==> config.mk <==
export PLATFORM = sky130hd
export DESIGN_NAME = dbl_unit
export DESIGN_NICKNAME = d
export VERILOG_FILES = /design/src/rtl/dbl_pkg.sv /design/src/rtl/dbl_trig_decode.sv /design/src/rtl/dbl_cpu_bank.sv /design/src/rtl/dbl_rd_mux.sv /design/src/rtl/dbl_unit.sv
export SDC_FILE = /design/constraint.sdc
export NUM_CORES = 1
export LEC_CHECK = 0
export BUFFER_PORTS_ARGS = -buffer_cell sky130_fd_sc_hd__buf_2
export CAP_MARGIN = 10
export CELL_PAD_IN_SITES_DETAIL_PLACEMENT = 0
export CELL_PAD_IN_SITES_GLOBAL_PLACEMENT = 1
export CORE_ASPECT_RATIO = 0.9
export CORE_MARGIN = 8
export CORE_UTILIZATION = 48
export DETAILED_ROUTE_END_ITERATION = 8
export PLACE_DENSITY_LB_ADDON = 0.2
export SYNTH_ARGS = -nofsm -noshare
export SYNTH_HDL_FRONTEND = slang
export SYNTH_SLANG_ARGS = --single-unit
==> constraint.sdc <==
create_clock -name clk -period 1.7 [get_ports clk]
set_clock_uncertainty 0.2 [all_clocks]
set_input_delay 0.17 -clock clk [delete_from_list [all_inputs] [get_ports clk]]
set_output_delay 0.17 -clock clk [all_outputs]
set_load 0.05 [all_outputs]
==> src/rtl/dbl_pkg.sv <==
package dbl_pkg;

  localparam int DB_W = 32;
  typedef logic [DB_W-1:0] db_vec_t;

  localparam int OFS_TRIG  = 'h04;
  localparam int OFS_CAUSE = 'h08;
  localparam int OFS_MASK  = 'h0C;

  // Contiguous bit span [lo..hi] inside a doorbell vector.
  function automatic db_vec_t span_mask(input int lo, input int hi);
    db_vec_t m;
    for (int i = 0; i < DB_W; i++) begin
      m[i] = (i >= lo) && (i <= hi);
    end
    return m;
  endfunction

endpackage

==> src/rtl/dbl_trig_decode.sv <==
module dbl_trig_decode
  import dbl_pkg::*;
#(
  parameter int NCPU    = 4,
  parameter int ADDR_W  = 8,
  parameter int TGT_LSB = 8
) (
  input  logic                       wr_i,
  input  logic [ADDR_W-1:0]          addr_i,
  input  logic [DB_W-1:0]            word_i,
  output logic [NCPU-1:0][DB_W-1:0]  set_o
);

  localparam int NUM_W = $clog2(DB_W);
  localparam db_vec_t USED_M = span_mask(0, NUM_W-1) | span_mask(TGT_LSB, TGT_LSB+NCPU-1);

  logic    hit;
  db_vec_t onehot;
  logic    unused_word;

  assign unused_word = ^(word_i & ~USED_M);

  always_comb begin
    hit    = wr_i && (addr_i == ADDR_W'(OFS_TRIG));
    onehot = db_vec_t'(1) << word_i[NUM_W-1:0];
    for (int c = 0; c < NCPU; c++) begin
      set_o[c] = (hit && word_i[TGT_LSB+c]) ? onehot : '0;
    end
  end

endmodule

==> src/rtl/dbl_cpu_bank.sv <==
module dbl_cpu_bank
  import dbl_pkg::*;
#(
  parameter int IPI_LO = 0,
  parameter int IPI_HI = 7,
  parameter int MSI_LO = 16,
  parameter int MSI_HI = 31
) (
  input  logic            clk,
  input  logic            rst_n,
  input  logic [DB_W-1:0] set_i,
  input  logic            clr_we_i,
  input  logic            mask_we_i,
  input  logic [DB_W-1:0] wdata_i,
  output logic [DB_W-1:0] cause_o,
  output logic [DB_W-1:0] mask_o,
  output logic            ipi_o,
  output logic            msi_o
);

  localparam db_vec_t IPI_M = span_mask(IPI_LO, IPI_HI);
  localparam db_vec_t MSI_M = span_mask(MSI_LO, MSI_HI);

  db_vec_t cause_q, cause_d, mask_q, mask_d, live;
  logic    cause_en, mask_en;

  // next state: write-zero-to-clear, then set takes priority
  always_comb begin
    cause_en = clr_we_i | (|set_i);
    cause_d  = (clr_we_i ? (cause_q & wdata_i) : cause_q) | set_i;
    mask_en  = mask_we_i;
    mask_d   = wdata_i;
  end

  always_ff @(posedge clk or negedge rst_n) begin
    if (!rst_n)        cause_q <= '0;
    else if (cause_en) cause_q <= cause_d;
  end

  always_ff @(posedge clk or negedge rst_n) begin
    if (!rst_n)       mask_q <= '0;
    else if (mask_en) mask_q <= mask_d;
  end

  always_comb begin
    live  = cause_q & mask_q;
    ipi_o = |(live & IPI_M);
    msi_o = |(live & MSI_M);
  end

  assign cause_o = cause_q;
  assign mask_o  = mask_q;

  a_r10_set_wins: assert property (@(posedge clk) disable iff (!rst_n)
    (|set_i) |=> ((cause_q & $past(set_i)) == $past(set_i)));

  a_r5_zero_clears: assert property (@(posedge clk) disable iff (!rst_n)
    (clr_we_i && !(|set_i)) |=> (cause_q == ($past(cause_q) & $past(wdata_i))));

  a_r2_cause_holds: assert property (@(posedge clk) disable iff (!rst_n)
    (!clr_we_i && !(|set_i)) |=> $stable(cause_q));

  a_r6_mask_holds: assert property (@(posedge clk) disable iff (!rst_n)
    !mask_we_i |=> $stable(mask_q));

endmodule

==> src/rtl/dbl_rd_mux.sv <==
module dbl_rd_mux
  import dbl_pkg::*;
#(
  parameter int NCPU   = 4,
  parameter int CPU_W  = 2,
  parameter int ADDR_W = 8
) (
  input  logic                       clk,
  input  logic                       rst_n,
  input  logic                       rd_i,
  input  logic                       shared_i,
  input  logic [CPU_W-1:0]           cpu_i,
  input  logic [ADDR_W-1:0]          addr_i,
  input  logic [NCPU-1:0][DB_W-1:0]  cause_i,
  input  logic [NCPU-1:0][DB_W-1:0]  mask_i,
  output logic [DB_W-1:0]            rdata_o
);

  db_vec_t rdata_q, rdata_d, cause_sel, mask_sel;
  logic    cpu_ok;

  generate
    if (NCPU == (1 << CPU_W)) begin : g_full
      assign cpu_ok = 1'b1;
    end else begin : g_part
      assign cpu_ok = (int'(cpu_i) < NCPU);
    end
  endgenerate

  always_comb begin
    cause_sel = '0;
    mask_sel  = '0;
    for (int c = 0; c < NCPU; c++) begin
      if (cpu_i == CPU_W'(c)) begin
        cause_sel = cause_i[c];
        mask_sel  = mask_i[c];
      end
    end
    rdata_d = '0;
    if (!shared_i && cpu_ok) begin
      if (addr_i == ADDR_W'(OFS_CAUSE))     rdata_d = cause_sel;
      else if (addr_i == ADDR_W'(OFS_MASK)) rdata_d = mask_sel;
    end
  end

  always_ff @(posedge clk or negedge rst_n) begin
    if (!rst_n)    rdata_q <= '0;
    else if (rd_i) rdata_q <= rdata_d;
  end

  assign rdata_o = rdata_q;

  a_r11_shared_reads_zero: assert property (@(posedge clk) disable iff (!rst_n)
    (rd_i && shared_i) |=> (rdata_o == '0));

  a_r11_idle_holds: assert property (@(posedge clk) disable iff (!rst_n)
    !rd_i |=> $stable(rdata_o));

endmodule

==> src/rtl/dbl_unit.sv <==
module dbl_unit
  import dbl_pkg::*;
#(
  parameter int NCPU    = 4,
  parameter int ADDR_W  = 8,
  parameter int TGT_LSB = 8,
  parameter int IPI_LO  = 0,
  parameter int IPI_HI  = 7,
  parameter int MSI_LO  = 16,
  parameter int MSI_HI  = 31,
  localparam int CPU_W  = (NCPU > 1) ? $clog2(NCPU) : 1
) (
  input  logic              clk,
  input  logic              rst_n,
  input  logic              bus_wr,
  input  logic              bus_rd,
  input  logic              bus_shared,
  input  logic [CPU_W-1:0]  bus_cpu,
  input  logic [ADDR_W-1:0] bus_addr,
  input  logic [DB_W-1:0]   bus_wdata,
  output logic [DB_W-1:0]   bus_rdata,
  input  logic              msg_wr,
  input  logic [DB_W-1:0]   msg_data,
  output logic [NCPU-1:0]   ipi_irq,
  output logic [NCPU-1:0]   msi_irq
);

  logic [NCPU-1:0][DB_W-1:0] set_bus, set_msg, set_all;
  logic [NCPU-1:0][DB_W-1:0] cause_all, mask_all;

  dbl_trig_decode #(.NCPU(NCPU), .ADDR_W(ADDR_W), .TGT_LSB(TGT_LSB)) u_dec_bus (
    .wr_i   (bus_wr && bus_shared),
    .addr_i (bus_addr),
    .word_i (bus_wdata),
    .set_o  (set_bus)
  );

  dbl_trig_decode #(.NCPU(NCPU), .ADDR_W(ADDR_W), .TGT_LSB(TGT_LSB)) u_dec_msg (
    .wr_i   (msg_wr),
    .addr_i (ADDR_W'(OFS_TRIG)),
    .word_i (msg_data),
    .set_o  (set_msg)
  );

  assign set_all = set_bus | set_msg;

  generate
    for (genvar c = 0; c < NCPU; c++) begin : g_cpu
      logic sel_c, clr_we, mask_we;
      assign sel_c   = bus_wr && !bus_shared && (bus_cpu == CPU_W'(c));
      assign clr_we  = sel_c && (bus_addr == ADDR_W'(OFS_CAUSE));
      assign mask_we = sel_c && (bus_addr == ADDR_W'(OFS_MASK));

      dbl_cpu_bank #(.IPI_LO(IPI_LO), .IPI_HI(IPI_HI), .MSI_LO(MSI_LO), .MSI_HI(MSI_HI)) u_bank (
        .clk       (clk),
        .rst_n     (rst_n),
        .set_i     (set_all[c]),
        .clr_we_i  (clr_we),
        .mask_we_i (mask_we),
        .wdata_i   (bus_wdata),
        .cause_o   (cause_all[c]),
        .mask_o    (mask_all[c]),
        .ipi_o     (ipi_irq[c]),
        .msi_o     (msi_irq[c])
      );
    end
  endgenerate

  dbl_rd_mux #(.NCPU(NCPU), .CPU_W(CPU_W), .ADDR_W(ADDR_W)) u_rd (
    .clk      (clk),
    .rst_n    (rst_n),
    .rd_i     (bus_rd),
    .shared_i (bus_shared),
    .cpu_i    (bus_cpu),
    .addr_i   (bus_addr),
    .cause_i  (cause_all),
    .mask_i   (mask_all),
    .rdata_o  (bus_rdata)
  );

  a_r7_ipi_needs_enable: assert property (@(posedge clk) disable iff (!rst_n)
    (mask_all == '0) |-> (ipi_irq == '0) && (msi_irq == '0));

endmodule

==> results by group, run 1 <==
Outcome
  – Status: complete, but fails checks
  – Failing checks: setup timing

Power and ir drop
  – Pwr/cell area: 924 nW/µm²
  – Pleak: 0.00800 µW
  – Maximum vdd drop: 797 µV
  – Post-layout power: 17200 µW

Finish
  – Multi-input gate area: 7040 µm²
  – Final non-filler cell total: 1958
  – Nets: 1613
  – Filler cells: 2450
  – Antenna Cells: 0
  – Layout cells sized above 1: 35.1%
  – Area Growth Syn to Fin: 28.4%
  – FF/Latch Area: 7210 µm²
  – Non-Filler Cell Area, Final: 18600 µm²

Timing
  – Pins Over Slew Limit: 0
  – Final worst path period need: 2300 ps
  – Period utilisation layout: 135%
  – Setup ws final: -600 ps
  – Hold Vio Cnt, Final: 0
  – Final setup vio count: 8
  – Relative slew slack: 66.1%
  – Fmax: 435 MHz
  – Measured slew at the worst slew-check pin: 507 ps
  – WHS: 3.84 ps
  – RSZ-0062 raised after global routing: yes

Worst setup path
  – Worst Path Buf+Inv: 2
  – CP startpoint kind: register
  – WP data arrival: 1930 ps
  – RR Startpoint: g_cpu[2].u_bank.cause_o[31]
  – Max stage delay on crit path: 430 ps
  – Crit-path slowest cell: dfrtp_1
  – Crit path kind: reg2out
  – CP Max Fanout: 2
  – CP delay by family, top: compound AO/OA/AOI/OAI gates
  – Worst Setup SP: g_cpu[0].u_bank.cause_o[30]
  – CP required: 1330 ps
  – Worst Setup End Kind: primary output
  – CP cell instances: a22o_1 > a221oi_2 > buf_4 > nand4_1 > buf_6

Clock network
  – Root Driver: clkbuf_16
  – CTS Buf Count: 30
  – Maximum buffer depth of the clock tree: 3
  – CTS tree: built
  – CTS H-tree lvls: 1
  – Later-pin clock latency in the skew report: 560 ps
  – CTS sink count: 288
  – Clk slew on worst S/H paths: 60 ps

Min path
  – Min-Delay Path Class: in2reg
  – Hold Crit Start: bus_shared

Flow run
  – Max-cap viol count: 0

Floorplanning
  – Std cell rows: 60
  – Die ar.: 35900 µm²
  – I/O Pins: 120
  – Die Ht: 181 µm
  – Initial Util: 48.5%
  – Chip Width: 199 µm
  – Core Area: 29800 µm²

Yosys
  – Post-Syn Area per Cell: 11.3 µm²
  – Syn. warnings: 0
  – Post-synth ARST share: 100%
  – Post-synthesis cell area: 14500 µm²
  – Mapped Cells: 1280
  – #FFs+latches synth: 288
  – Post-synth top flop: dfrtp_1
  – Ranking of synthesized cells by area: dfrtp_1 50%, mux2_2 9.3%, mux4_2 7.5%
  – Dominant cell type by area after synthesis: dfrtp_1
  – Cell variety after synth: 48
  – Post-synth EDFFs: 0
  – Top cell type's share of synthesized area: 49.8%
  – Syn nets: 1360
  – Register area share after synthesis: 49.8%

Drt
  – TritonRoute pass-1 iters: 5
  – DR WL/cell: 26.8 µm
  – Post-Route WL: 52400 µm
  – Vias: 12400
  – Number of DRC markers in iteration 0: 1143
  – DRT antenna net count: 0
  – Vias per inst: 6.33
  – DRC violations left: 0

Global routing
  – GRT Total Usage: 29.2%
  – Met2 global-route usage: 41.7%
  – Initial antenna violation count: 0
  – Vias in the first global route: 12500
  – Met1 global-route usage: 44.8%
  – Met3 usage: 6.57%
  – Pin count of the biggest net entering global routing: 53
  – Grt total ovfl: 0
  – First-pass GRT wire length: 80500 µm
  – Most used routing layer: met1

Placed design
  – Port Buffers: 96
  – Post-DP Area: 16900 µm²
  – Post-DP HPWL: 35100 µm
  – Post-Place Worst Slack: -386 ps
  – Dpl cells: 1855
  – GPL Wtd Cong: 0.903
-- report_power, final --
group | switching [µW] | internal, µW | total (µW)
Sequential | 527 | 7470 | 7990
Combinational | 1260 | 1260 | 2530
Clock | 2790 | 3850 | 6640
Total | 4580 | 12600 | 17200
-- kinds of logic (layout without fill, tap and decap cells) --
logic type / count (synthesis) / in the layout / synth area share, %
AND/OR/NAND/NOR: 278 / 278 / 9.07
AO/OA/AOI/OAI: 400 / 400 / 18.4
buffers and inverters: 122 / 397 / 4.10
multiplexers: 192 / 192 / 18.5
flip-flops: 288 / 288 / 49.8
-- synth_stat cells (all sizes together), types with 7 or more instances --
master,number
nand4,14
and2,7
a22oi,32
nor2,36
o21ai,144
a21oi,16
o22ai,32
o211ai,124
o2111a,16
mux2i,16
mux4,48
nand2,169
dfrtp,288
buf,52
clkbuf,53
mux2,128
a22o,16
a221oi,16
nand2b,18
inv,16
-- metal layers --
layer  part of all wire, %  wire, µm  up-vias
met2                    43     22600      672
met4                   1.6       836        0
met1                    44     23300     6303
li1                      -         -     5355
met3                    11      5690       69
met5                     0         0        -
-- per-stage QoR --
stage	TNS (ps)	util, %
after floorplan	-17960	-
after global placement	-77920	56.5
after detailed placement	-84040	56.5
after CTS	-3330	62.1
after global routing	-3670	62.3
final	-3290	62.3
-- registers in the layout, indices dropped and copies added, names as in the netlist --
signal / cells
g_cpu.u_bank.cause_o: 128
g_cpu.u_bank.mask_o: 128
u_rd.rdata_o: 32
-- cell usage in the layout (no fill, tap or decap), drive strengths merged, types with 2 or more instances in the layout --
master | synthesis | layout
o2111a | 16 | 16
or3b | 3 | 3
a22oi | 32 | 32
nand4b | 2 | 2
or3 | 2 | 2
mux4 | 48 | 48
nand4 | 14 | 14
a22o | 16 | 16
nor2 | 36 | 36
nand3b | 3 | 3
o22ai | 32 | 32
nor2b | 6 | 6
nand2b | 18 | 18
nor3 | 2 | 2
buf | 52 | 280
or2 | 3 | 3
dlygate4sd3 | 0 | 45
dfrtp | 288 | 288
nor4 | 2 | 2
clkinv | 1 | 8
nor3b | 4 | 4
mux2 | 128 | 128
a221oi | 16 | 16
a21oi | 16 | 16
nand2 | 169 | 169
clkbuf | 53 | 47
and2 | 7 | 7
inv | 16 | 16
o21ai | 144 | 144
mux2i | 16 | 16
o211ai | 124 | 124
o221ai | 4 | 4
-- timing repair --
item | in CTS | in global routing
hold buffers | 45 | 0
endpoints found under the setup margin | 9 | 39
resized for setup | 47 | 9
pin swaps | 13 | 8
hold endpoints to repair | 576 | 0
cloned | 0 | 0
buffers inserted | 4 | 3
-- area by class of cell --
type,instances,area share [%]
Clock inverter,8,0.350
Timing Repair Buffer,326,14.9
Inverter,17,0.344
Tap cell,403,2.72
Clock buffer,46,4.97
Multi-Input combinational cell,870,37.9
Sequential cell,288,38.8
-- tightest hold or removal path, cell delays in order --
cell,delay (ps)
buf_2,130
or3_1,170
buf_12,160
o22ai_1,80
-- path summary, 6_finish.rpt --
path,slack (ps),cells after the start,to
worst max-delay path,-600,5,msi_irq[0]
worst min-delay path,4,4,u_rd.rdata_o[12]
worst max register to register,20,5,u_rd.rdata_o[31]
worst min register to register,300,1,g_cpu[1].u_bank.mask_o[14]
max in group asynchronous,190,4,g_cpu[2].u_bank.cause_o[24]
min in group asynchronous,470,3,g_cpu[2].u_bank.cause_o[23]
No activity file was read; power rests on OpenSTA's default activity.
==> run 2, diff against run 1 <==
--- a/config.mk
+++ b/config.mk
@@ -11,7 +11,8 @@
 export CELL_PAD_IN_SITES_GLOBAL_PLACEMENT = 1
 export CORE_ASPECT_RATIO = 0.9
 export CORE_MARGIN = 8
-export CORE_UTILIZATION = 48
+export CORE_UTILIZATION = 50
+export CTS_BUF_LIST = sky130_fd_sc_hd__clkbuf_8
 export DETAILED_ROUTE_END_ITERATION = 8
 export PLACE_DENSITY_LB_ADDON = 0.2
 export SYNTH_ARGS = -nofsm -noshare
==> run 2 against run 1 <==
  * Wire length fell by 1.6%
  * Maximum frequency is 1.1% lower
  * Clock power decreased by 10%
  * Register-to-register slack about the same
  * Worst setup slack worse by 26 ps
  * Final area is 1.2% lower
  * First-iteration DRC count rose by 14%
  * The flow still finishes with violations (setup timing)
  * Final cell count fell by 1.6%
  * Via count grew 0.80%
  * Die area down 3.7%
==> results by group, run 2 (same netlist as run 1, synthesis figures left out) <==
Drt
  – Met2 wire len: 22300 µm
  – TritonRoute pass-1 iters: 5
  – Vias: 12500
  – Highest metal layer with signal wires: met4
  – M1 WL: 22600 µm
  – Post-Route WL: 51600 µm
  – DRT antenna net count: 0
  – Number of DRC markers in iteration 0: 1299
  – Vias per inst: 6.49
  – Routed wl met3: 5660 µm
  – DRC violations left: 0
  – DR WL/cell: 26.8 µm

Finish
  – Non-Filler Cell Area, Final: 18400 µm²
  – Layout cells sized above 1: 34.9%
  – Area Growth Syn to Fin: 26.9%
  – Filler cells: 2287
  – Commonest non-fill, non-tap cell in the layout: dfrtp_1
  – Final non-filler cell total: 1926
  – Nets: 1608
  – Util after Layout: 63.9%
  – Most frequent cells in the layout: 286 x dfrtp_1, 169 x nand2_1, 139 x o21ai_0
  – Antenna Cells: 0

Timing
  – Relative slew slack: 59.6%
  – Setup ws final: -626 ps
  – Fmax: 430 MHz
  – Hold Vio Cnt, Final: 0
  – Setup TNS: -3290 ps
  – RSZ-0062 raised after global routing: yes
  – Final worst path period need: 2330 ps
  – Period utilisation layout: 137%
  – Measured slew at the worst slew-check pin: 606 ps
  – Final setup vio count: 8
  – WHS: 1.86 ps
  – Pins Over Slew Limit: 0

Floorplanning
  – Die ar.: 34600 µm²
  – Die Ht: 177 µm
  – Chip Width: 195 µm
  – Std cell rows: 59
  – Initial Util: 50.4%
  – I/O Pins: 120
  – Core Area: 28700 µm²

Worst setup path
  – CP startpoint kind: register
  – CP Max Fanout: 3
  – Flop-to-flop setup slack: 10 ps
  – WP data arrival: 1960 ps
  – CP endpoint: msi_irq[0]
  – Crit path kind: reg2out
  – R2R depth: 5
  – CP required: 1330 ps
  – Worst Setup End Kind: primary output
  – Worst Setup SP: g_cpu[0].u_bank.cause_o[29]
  – Reg-to-Reg End: u_rd.rdata_o[31]
  – RR Startpoint: g_cpu[0].u_bank.mask_o[31]

Placed design
  – Dpl cells: 1788
  – Post-DP Area: 16600 µm²
  – GPL Wtd Cong: 0.877
  – Port Buffers: 96
  – Post-DP HPWL: 33700 µm

Global routing
  – Pin count of the biggest net entering global routing: 98
  – GRT Total Usage: 29.8%
  – Initial antenna violation count: 0
  – Vias in the first global route: 12700
  – First-pass GRT wire length: 79200 µm
  – Grt total ovfl: 0

Flow run
  – Max-cap viol count: 0

Clock network
  – Root Driver: clkbuf_8
  – CTS H-tree lvls: 2
  – CTS sink count: 288
  – Clk slew on worst S/H paths: 60 ps
  – CTS tree: built
  – Maximum buffer depth of the clock tree: 3
  – Later-pin clock latency in the skew report: 570 ps
  – CTS Buf Count: 49

Power and ir drop
  – Reg power frac: 49.2%
  – Pwr/cell area: 890 nW/µm²
  – Maximum vdd drop: 656 µV
  – Sw Pwr: 4550 µW
  – Int Power: 11800 µW
  – Clk pwr share: 36.4%
  – Switching Share: 27.8%
  – Logic pwr share: 14.4%
  – Pleak: 0.00795 µW

Outcome
  – Failing checks: setup timing
  – Status: complete, but fails checks

Min path
  – Min-Delay Path Class: in2async
-- run 2: layout make-up --
type,instances,area [µm²],area share (%)
clock buffers,60,826,4.50
inverters,17,63.8,0.348
repair buffers,302,2640,14.4
well taps,366,458,2.50
clock inverters,23,91.3,0.498
multi-input cells,870,7070,38.5
flip-flops and latches,288,7210,39.3
-- run 2: what timing repair did --
item | 4_1_cts | 5_1_grt
hold buffers | 46 | 0
setup endpoints to repair | 8 | 25
hold endpoints to repair | 559 | 0
pin swaps | 13 | 7
gates resized for setup | 39 | 23
setup buffers | 8 | 2
-- run 2: through the flow --
| stage | worst slack [ps] | power [µW] |
|---|---|---|
| detailed placement | -433 | 10300 |
| floorplan | -199 | 9120 |
| global route | -673 | 17000 |
| CTS | -664 | 16300 |
| global placement | -369 | 10200 |
| finish | -626 | 16300 |
-- run 2: how the worst min path moves through the flow --
stage | start | end | cells past startpoint
3_5_place_dp | rst_n | u_rd.rdata_o[19] | 1
3_3_place_gp | rst_n | u_rd.rdata_o[19] | 1
2_1_floorplan | rst_n | g_cpu[0].u_bank.cause_o[0] | 0
6_report | rst_n | u_rd.rdata_o[23] | 3
4_1_cts | bus_shared | u_rd.rdata_o[24] | 6
5_1_grt | bus_shared | u_rd.rdata_o[24] | 6
-- run 2: critical path, cell delays in order (launching register included) --
cell	delay, ps
dfrtp_1	440
a22o_1	270
a221oi_2	180
buf_4	150
nand4_1	150
buf_6	200
-- run 2: metal layers --
metal  track usage, %  up-vias
li1                 -     5331
met1             43.7     6376
met2             43.3      694
met3             8.13       97
met4             7.19        0
met5                0        -
-- run 2: power groups by stage --
stage | sequential [µW] | clock, µW | combinational [µW]
finish | 8030 | 5950 | 2350
detailed placement | 8090 | 0 | 2180
floorplan | 7860 | 0 | 1260
global route | 8090 | 6330 | 2560
CTS | 8000 | 6020 | 2320
global placement | 8070 | 0 | 2160
